===== src/rtl/trk_pkg.sv =====
package trk_pkg;
  localparam int POS_W = 16;
  typedef logic [POS_W-1:0] pos_t;

  function automatic pos_t top_code(int res);
    return pos_t'((32'd1 << res) - 32'd1);
  endfunction

  function automatic bit res_ok(int res);
    return (res == 10) || (res == 12) || (res == 14) || (res == 16);
  endfunction
endpackage


===== src/rtl/trk_step_seq.sv =====
module trk_step_seq #(
  parameter int BUSY_W = 4
) (
  input  logic clk,
  input  logic rst,
  input  logic step_valid,
  input  logic step_dir,
  output logic step_ready,
  input  logic sense_dir,
  input  logic hold_latch,
  output logic upd_en,
  output logic upd_up,
  output logic busy_start,
  output logic busy,
  output logic dir
);
  localparam int BCW = $clog2(BUSY_W + 1);

  logic stage1_q, stage2_q, up_q, freeze_q, refresh_q, dir_q;
  logic [BCW-1:0] bcnt_q;
  logic idle, accept, refresh_go;

  assign idle       = !stage1_q && !stage2_q && (bcnt_q == '0);
  assign step_ready = idle && !refresh_q;
  assign accept     = step_valid && step_ready;
  assign refresh_go = refresh_q && idle;
  assign busy_start = stage2_q || refresh_go;
  assign busy       = (bcnt_q != '0);
  assign upd_en     = stage1_q;
  assign upd_up     = up_q;
  assign dir        = dir_q;

  always_ff @(posedge clk) begin
    if (rst) begin
      stage1_q  <= 1'b0;
      stage2_q  <= 1'b0;
      up_q      <= 1'b1;
      freeze_q  <= 1'b0;
      refresh_q <= 1'b0;
      dir_q     <= 1'b1;
      bcnt_q    <= '0;
    end else begin
      stage1_q <= accept;
      stage2_q <= stage1_q;
      if (accept) up_q <= step_dir;
      if (busy_start) bcnt_q <= BCW'(BUSY_W);
      else if (bcnt_q != '0) bcnt_q <= bcnt_q - 1'b1;
      // step sense wins at acceptance and is held while the count moves
      if (accept) dir_q <= step_dir;
      else if (!stage1_q) dir_q <= sense_dir;
      freeze_q <= hold_latch;
      if (freeze_q && !hold_latch) refresh_q <= 1'b1;
      else if (refresh_go) refresh_q <= 1'b0;
    end
  end

  assert_no_accept_busy_R2: assert property (@(posedge clk) disable iff (rst)
    busy |-> !step_ready);
  assert_dir_held_R5: assert property (@(posedge clk) disable iff (rst)
    stage1_q |=> (dir == $past(dir)));
  assert_busy_follows_R4: assert property (@(posedge clk) disable iff (rst)
    stage1_q |=> ##1 busy);
endmodule


===== src/rtl/trk_pos_cnt.sv =====
module trk_pos_cnt
  import trk_pkg::*;
#(
  parameter int RES_BITS = 12
) (
  input  logic clk,
  input  logic rst,
  input  logic upd_en,
  input  logic upd_up,
  output pos_t count,
  output logic wrap_evt
);
  localparam pos_t MAXV = top_code(RES_BITS);

  pos_t cnt_q;
  logic at_top, at_bot;

  assign at_top   = (cnt_q == MAXV);
  assign at_bot   = (cnt_q == '0);
  assign wrap_evt = upd_en && (upd_up ? at_top : at_bot);
  assign count    = cnt_q;

  always_ff @(posedge clk) begin
    if (rst) cnt_q <= '0;
    else if (upd_en) begin
      if (upd_up) cnt_q <= at_top ? '0 : cnt_q + 1'b1;
      else        cnt_q <= at_bot ? MAXV : cnt_q - 1'b1;
    end
  end

  assert_upper_zero_R3: assert property (@(posedge clk) disable iff (rst)
    cnt_q <= MAXV);
  assert_step_up_R3: assert property (@(posedge clk) disable iff (rst)
    (upd_en && upd_up && !at_top) |=> (cnt_q == pos_t'($past(cnt_q) + 1'b1)));
  assert_step_down_R3: assert property (@(posedge clk) disable iff (rst)
    (upd_en && !upd_up && !at_bot) |=> (cnt_q == pos_t'($past(cnt_q) - 1'b1)));
endmodule


===== src/rtl/trk_rev_flag.sv =====
module trk_rev_flag #(
  parameter int RIP_MIN = 4
) (
  input  logic clk,
  input  logic rst,
  input  logic wrap_evt,
  input  logic busy_evt,
  input  logic dir,
  output logic ripple
);
  localparam int MW = (RIP_MIN > 1) ? $clog2(RIP_MIN) : 1;

  logic rip_q, hold_q, prev_dir_q, dir_chg;
  logic [1:0] stab_q;
  logic [MW-1:0] min_q;

  assign dir_chg = (dir != prev_dir_q);
  assign ripple  = rip_q;

  always_ff @(posedge clk) begin
    if (rst) begin
      rip_q      <= 1'b0;
      hold_q     <= 1'b0;
      prev_dir_q <= 1'b1;
      stab_q     <= '0;
      min_q      <= '0;
    end else begin
      prev_dir_q <= dir;
      if (wrap_evt) begin
        rip_q  <= 1'b1;
        min_q  <= MW'(RIP_MIN - 1);
        hold_q <= 1'b0;
        stab_q <= '0;
      end else begin
        if (min_q != '0) min_q <= min_q - 1'b1;
        if (rip_q && dir_chg) begin
          hold_q <= 1'b1;
          stab_q <= '0;
        end else begin
          if (hold_q && busy_evt && stab_q != 2'd2) stab_q <= stab_q + 1'b1;
          if (rip_q && min_q == '0 && (!hold_q || stab_q == 2'd2)) begin
            rip_q  <= 1'b0;
            hold_q <= 1'b0;
            stab_q <= '0;
          end
        end
      end
    end
  end

  assert_wrap_sets_R6: assert property (@(posedge clk) disable iff (rst)
    wrap_evt |=> ripple);
  assert_reversal_keeps_R8: assert property (@(posedge clk) disable iff (rst)
    (rip_q && hold_q && stab_q != 2'd2) |=> ripple);
  assert_no_early_clear_R7: assert property (@(posedge clk) disable iff (rst)
    (rip_q && min_q != '0) |=> ripple);
endmodule


===== src/rtl/trk_pos_counter.sv =====
module trk_pos_counter
  import trk_pkg::*;
#(
  parameter int RES_BITS = 12,
  parameter int BUSY_W   = 4,
  parameter int RIP_MIN  = 4
) (
  input  logic        clk,
  input  logic        rst,
  input  logic        step_valid,
  output logic        step_ready,
  input  logic        step_dir,
  input  logic        sense_dir,
  input  logic        hold_latch,
  output logic [15:0] pos_q,
  output logic        busy,
  output logic        dir,
  output logic        ripple
);
  initial begin
    assert (res_ok(RES_BITS)) else $error("RES_BITS must be 10, 12, 14 or 16");
    assert (BUSY_W >= 1 && RIP_MIN >= 1 && RIP_MIN < BUSY_W + 4)
      else $error("pulse width parameters out of range");
  end

  logic upd_en, upd_up, busy_start, wrap_evt;
  pos_t count, pos_r;

  trk_step_seq #(.BUSY_W(BUSY_W)) u_seq (
    .clk(clk), .rst(rst), .step_valid(step_valid), .step_dir(step_dir),
    .step_ready(step_ready), .sense_dir(sense_dir), .hold_latch(hold_latch),
    .upd_en(upd_en), .upd_up(upd_up), .busy_start(busy_start),
    .busy(busy), .dir(dir)
  );

  trk_pos_cnt #(.RES_BITS(RES_BITS)) u_cnt (
    .clk(clk), .rst(rst), .upd_en(upd_en), .upd_up(upd_up),
    .count(count), .wrap_evt(wrap_evt)
  );

  trk_rev_flag #(.RIP_MIN(RIP_MIN)) u_rev (
    .clk(clk), .rst(rst), .wrap_evt(wrap_evt), .busy_evt(busy_start),
    .dir(dir), .ripple(ripple)
  );

  always_ff @(posedge clk) begin
    if (rst) pos_r <= '0;
    else if (busy_start && !hold_latch) pos_r <= count;
  end

  assign pos_q = pos_r;

  assert_latch_frozen_R9: assert property (@(posedge clk) disable iff (rst)
    hold_latch |=> $stable(pos_q));
  assert_ripple_before_busy_R6: assert property (@(posedge clk) disable iff (rst)
    $rose(ripple) |-> !busy);
endmodule


===== config.mk =====
export PLATFORM = sky130hd
export DESIGN_NAME = trk_pos_counter
export DESIGN_NICKNAME = d
export VERILOG_FILES = /design/src/rtl/trk_pkg.sv /design/src/rtl/trk_step_seq.sv /design/src/rtl/trk_pos_cnt.sv /design/src/rtl/trk_rev_flag.sv /design/src/rtl/trk_pos_counter.sv
export SDC_FILE = /design/constraint.sdc
export NUM_CORES = 1
export LEC_CHECK = 0
export BUFFER_PORTS_ARGS = -buffer_cell sky130_fd_sc_hd__buf_4
export CORE_UTILIZATION = 40
export CTS_CLUSTER_DIAMETER = 150
export DETAILED_ROUTE_END_ITERATION = 12
export HOLD_SLACK_MARGIN = 0.12
export PLACE_DENSITY = 0.68
export SLEW_MARGIN = 0
export SYNTH_ARGS = -nofsm -noshare
export SYNTH_HDL_FRONTEND = slang
export SYNTH_SLANG_ARGS = --single-unit

===== constraint.sdc =====
create_clock -name clk -period 1.9 [get_ports clk]
set_input_delay 0 -clock clk [delete_from_list [all_inputs] [get_ports clk]]
set_output_delay 0 -clock clk [all_outputs]
set_load 0.1 [all_outputs]

==> metrics.txt, run 1 <==
status=finished clean; arrival time worst endpoint=2.12 ns; CP max-delay cell=dfxtp_4; multi-input logic area=1790 µm²; DIE WIDTH=84.7 µm; syn avg cell area=8.08 µm²; cells after synthesis=339; Vias=2,682; Die H=84.7 µm; worst slew pin tran=0.652 ns; worst path required time=2.12 ns; Seq cells post-synth=48; CP Launch Type=flip-flop; Syn. warnings=0; minimum clock period=1.90 ns; Pins Over Slew Limit=0; Reg area=977 µm²; Num CTS Buffers=5; vias in the first global route=2,423; Total Power=4.77 mW; CTS tree=yes; ANT cells=0; FMAX=527 MHz; total track usage=19.9%; Setup CP Type=flip-flop to flip-flop; number of remaining DRC errors=0; antenna violations before repair=0; most used cell, CP=buf_6; Seq/Total Area, Yosys=35.1%; P_leak=1.48 nW; largest stage delay on the critical path=0.37 ns; FF-to-FF Start=u_cnt.count[1]; Clock Latency Late Sink=0.32 ns; grt ovf=0; Worst Hold Slack=0.458 ns; Setup TNS=0 ns; Routed WL=7230 µm; most common cell after layout, fill and taps aside=buf_4; I/O pins=26; RSZ-0062 raised after global routing=yes; DRT iter0 DRCs=202; area grow syn2layout=33.5%; share of layout cells above drive strength 1=33.9%; layout net count=411; Fill cells=608; fin util=56.3%; number of flops mapped to enable cells by yosys=0; CP Max Fanout=5; pin count of the biggest net entering global routing=40; Initial Util=42.1%; CP top delay family=simple AND/OR/NAND/NOR gates; Synth cell types=62; routed length per instance=15.2 µm; CTS max path bufs=2; H-tree levels=2; Final ANT Viol Nets=0; asr flop ratio synth=0%; drt first pass iters=4; buffer and inverter count on the worst path=4; most frequent cells in the layout=70 x buf_4, 49 x nand2_1, 39 x dfxtp_1; CTS sink cnt=48; Final Hold Vio Count=0; DP HPWL=4840 µm; Top FF cell, synth=dfxtp_1; synthesized net count=353; Cell Pwr Density=1300 nW/µm²; clk_skew=0.0105 ns; period utilisation layout=99.9%; clock slew at reported path FFs=0.09 ns; hold path startpoint=pos_q[15]; root buffer cell=clkbuf_8; critical path capture point type=flip-flop; routability-driven placement congestion ratio=0.899; IO Port Bufs=25; CP startpoint=u_cnt.count[1]; Setup-failing EPs final=0; via density per instance=5.65; max-cap viol count=0; crit-path cells=buf_6, inv_4, ha_4, nor4b_4, buf_4, nand4_4, o21ai_2, buf_6, nor3_4, nor4_2; DIE AREA=7180 µm²; Rows=29; Synth Cell Area=2740 µm²; Max VDD drop=0.000472 V; Slew HR=56.5%; global-route wire length before repair=11,500 µm; Core ar.=6490 µm²; Hold WC Path Type=flip-flop to flip-flop
[registers in the layout, summed over array words and instances, names as in the netlist]
| signal | flops |
|---|---|
| pos_q | 16 |
| u_cnt.count | 16 |
| u_rev.hold_q | 1 |
| u_rev.min_q | 2 |
| u_rev.prev_dir_q | 1 |
| u_rev.ripple | 1 |
| u_rev.stab_q | 2 |
| u_seq.bcnt_q | 3 |
| u_seq.dir | 1 |
| u_seq.freeze_q | 1 |
| u_seq.refresh_q | 1 |
| u_seq.stage2_q | 1 |
| u_seq.upd_en | 1 |
| u_seq.upd_up | 1 |
[metrics by stage]
stage	setup slack (ns)	cells	instance area, µm²
3_5_place_dp	-0.0597	453	3290
2_1_floorplan	-0.283	339	2830
3_3_place_gp	0.0104	453	3290
6_report	0.00220	475	3650
5_1_grt	-0.104	475	3650
4_1_cts	-0.00680	470	3490
[worst paths after layout]
kind / slack [ns] / cells past startpoint / to
hold reg to reg: 0.46 / 2 / pos_q[15]
setup / recovery: 0.002 / 10 / u_cnt.count[7]
hold / removal: 0.46 / 2 / pos_q[15]
setup reg to reg: 0.002 / 10 / u_cnt.count[7]
[cells by family (layout without fill, tap and decap cells)]
logic type | Yosys count | count (layout) | share of synthesized area, %
AOI/OAI and AO/OA | 85 | 85 | 21.6
muxes | 7 | 7 | 2.70
and+or+nand+nor | 140 | 140 | 27.4
DFF | 48 | 48 | 35.1
adders and majority gates | 8 | 8 | 3.66
buffers and inverters | 41 | 100 | 6.31
xor gates and xnor gates | 10 | 10 | 3.20
[area by class of cell]
class / count / share of cell area, %
clock inverters: 2 / 0.377
well taps: 77 / 2.64
multi-input cells: 250 / 48.9
repair buffers: 81 / 17.9
flip-flops and latches: 48 / 26.7
inverters: 11 / 1.20
clock buffers: 6 / 2.26
[report_power, final]
group          internal (mW)  leakage, nW  switching [mW]  total (mW)
sequential              1.16        0.395           0.183        1.34
clock                  0.298       0.0516           0.371       0.669
combinational           1.23         1.03            1.52        2.76
[what timing repair did]
| item | CTS | global route |
|---|---|---|
| hold endpoints to repair | 5 | 0 |
| gates resized for setup | 6 | 30 |
| pin swaps | 1 | 8 |
| buffers inserted | 3 | 5 |
| cloned | 0 | 0 |
| hold buffers | 6 | 0 |
| endpoints found under the setup margin | 11 | 38 |
[worst min-delay path: stages (launching register included)]
cell and delay, ns:
dfxtp_1 0.32, nand2_1 0.05, a21oi_1 0.05
[metal layers]
metal	track usage, %	vias to the layer above	routed length, µm
li1	-	1328	-
met1	26.3	1268	3390
met2	33.4	70	3430
met3	3.05	16	259
met4	6.16	0	146
met5	0	-	0
[Yosys cell counts, types with 3 or more instances]
library cell / n / area (µm²)
xnor2_1: 4 / 35.0
nand2_1: 51 / 191
ha_1: 8 / 100
clkbuf_1: 22 / 82.6
nor2_1: 20 / 75.1
dfxtp_1: 48 / 961
nand3_1: 8 / 40.0
nor3_1: 10 / 50.1
nor2b_1: 7 / 43.8
nor4_1: 5 / 31.3
a21o_1: 3 / 22.5
nor4b_1: 5 / 43.8
a21oi_1: 35 / 175
inv_1: 11 / 41.3
o21ai_0: 6 / 30.0
a21boi_0: 4 / 30.0
mux2_2: 3 / 33.8
a211oi_1: 3 / 22.5
nand2b_1: 6 / 37.5
nand4_1: 7 / 43.8
a31oi_1: 3 / 18.8
mux2i_1: 4 / 40.0
o221a_2: 5 / 56.3
buf_2: 6 / 30.0
xor2_1: 6 / 52.6
(Power assumes the default switching activity.)
==> inputs of run 2 (changes only) <==
- ABC_AREA: not set -> 1
==> run 2 against run 1 <==
Net effect: cell area is 6.7% lower; wire length is 4.1% lower; clock skew is 0.0031 ns lower; synthesized area is 5.9% higher; flip-flop and latch count stayed put; setup slack better by 0.098 ns; critical path type unchanged.
==> metrics.txt, run 2 <==
status=finished clean; Setup-failing EPs final=0; critical path capture point type=flip-flop; Pins Over Slew Limit=0; dpl cells=535; period utilisation layout=94.7%; clock slew at reported path FFs=0.09 ns; Routed WL=6930 µm; FF-to-FF Start=u_seq.bcnt_q[0]; Yosys top cell area share=33.1%; H-tree levels=2; hold path startpoint=u_seq.freeze_q; Seq cells post-synth=48; most frequent cells in the layout=89 x nand2_1, 48 x dfxtp_1, 47 x inv_1; Synth cell types=32; CP Launch Type=flip-flop; minimum clock period=1.80 ns; routed length per instance=12.6 µm; syn avg cell area=6.84 µm²; CP Max Fanout=4; ANT cells=0; Area contributors post-synth=dfxtp_1 33%, nand2_1 12%, nand3_1 6.6%; layout net count=467; Top FF cell, synth=dfxtp_1; synthesized net count=438; most frequent cell after synthesis=nand2_1; IO Port Bufs=25; CTS tree=yes; DP HPWL=5140 µm; root buffer cell=clkbuf_8; clk_skew=0.00735 ns; DRT iter0 DRCs=139; Final Instance Area=3410 µm²; Total Power=4.56 mW; Post-synth top cells=90 x nand2_1, 50 x inv_1, 48 x dfxtp_1, 38 x nand3_1, 37 x a21oi_1; total track usage=20.3%; Fill cells=702; Vias=2,720; asr flop ratio synth=0%; Clock Latency Late Sink=0.30 ns; Cell Pwr Density=1340 nW/µm²; arrival time worst endpoint=2.05 ns; cells after synthesis=424; Initial Util=42.0%; fin util=49.3%; CTS sink cnt=48; max-cap viol count=0; CP startpoint=u_seq.bcnt_q[0]; routability-driven placement congestion ratio=0.956; worst path required time=2.15 ns; Die H=87.2 µm; FMAX=556 MHz; Hold WC Path Type=flip-flop to flip-flop; non-filler cells, final=550; number of flops mapped to enable cells by yosys=0; antenna violations before repair=0; Seq/Total Area, Yosys=33.1%; pin count of the biggest net entering global routing=32; share of layout cells above drive strength 1=20.3%; Rows=30; area grow syn2layout=17.5%; Final ANT Viol Nets=0; most common cell after layout, fill and taps aside=nand2_1; DIE AREA=7600 µm²; P_leak=1.54 nW; worst slew pin tran=0.706 ns; Setup CP Type=flip-flop to flip-flop; Core ar.=6910 µm²; via density per instance=4.95; number of remaining DRC errors=0; Placed Area=3240 µm²; Final WS setup=0.101 ns; hold path cells=2; DIE WIDTH=87.2 µm; Max VDD drop=0.000645 V; I/O pins=26; CTS max path bufs=2; RSZ-0062 raised after global routing=no; Slew HR=52.9%; worst r2r path cells=10; drt first pass iters=4; global-route wire length before repair=12,100 µm; Final Hold Vio Count=0; Synth Cell Area=2900 µm²; vias in the first global route=2,586; grt ovf=0; Num CTS Buffers=5; Synth area leader=dfxtp_1; Syn. warnings=0; worst slack, placed=0.206 ns
## run 2: cell types whose count changed in the layout (fill, tap and decap cells not counted), moves of 7 or more
cell	before	now
dfxtp_2	7	0
nand3_1	8	38
o21ai_0	5	27
inv_1	8	47
nor2_1	19	35
nor2_2	0	7
nor2b_1	7	0
buf_4	70	30
nand2_1	49	89
nor2_4	1	9
dfxtp_1	39	48
## run 2: layout make-up
type	instances	area (µm²)	share of cell area, %
tap	96	120	3.53
sequential	48	961	28.2
clock inverter	2	13.8	0.404
inverter	56	223	6.54
timing repair buffer	37	305	8.96
clock buffer	6	82.6	2.42
multi-input combinational	305	1700	49.9
## run 2: cells by family (layout without fill, tap and decap cells)
| logic type | count (synthesis) | in the layout | synth area share [%] |
|---|---|---|---|
| AO/OA/AOI/OAI | 75 | 75 | 13.6 |
| XOR/XNOR | 15 | 15 | 4.53 |
| adder cells (fa/ha/maj) | 8 | 8 | 3.45 |
| buffers and inverters | 71 | 101 | 10.4 |
| flip-flops | 48 | 48 | 33.1 |
| AND/OR/NAND/NOR | 207 | 207 | 34.9 |
## run 2: routing by layer
metal,vias to the layer above,GRT usage (%),wire length [µm]
li1,1417,-,-
met1,1223,25.8,3210
met2,74,35.1,3310
met3,6,2.75,298
met4,0,7.15,112
met5,-,0,0
## run 2: metrics by stage
step                setup TNS (ns)  hold WS (ns)
global placement                 0         0.259
finish                           0         0.464
global route                     0         0.474
CTS                              0         0.468
detailed placement               0         0.268
floorplan                   -0.119         0.104
## run 2: path summary, 6_finish.rpt
path / to / slack (ns)
max: u_seq.upd_en / 0.10
min: u_seq.refresh_q / 0.46
max reg2reg: u_seq.upd_en / 0.10
min reg2reg: u_seq.refresh_q / 0.46
## run 2: critical path: stages (launching register included)
cell	delay, ns
dfxtp_1	0.34
inv_2	0.06
ha_4	0.14
ha_4	0.19
inv_12	0.04
nor3_4	0.11
inv_2	0.07
nor2_4	0.11
nand2_4	0.08
nor2_1	0.08
dlygate4sd3_1	0.54
## run 2: what timing repair did
action,CTS,global route
resized for setup,0,2
hold buffers,6,0
buffers inserted,0,1
endpoints found under the setup margin,0,1
endpoints found under the hold margin,13,0
## run 2: power by group
group,leakage (nW),internal (mW),switching (mW)
Sequential,0.392,1.17,0.211
Combinational,1.09,0.808,1.73
Clock,0.0516,0.298,0.347
Total,1.54,2.28,2.29
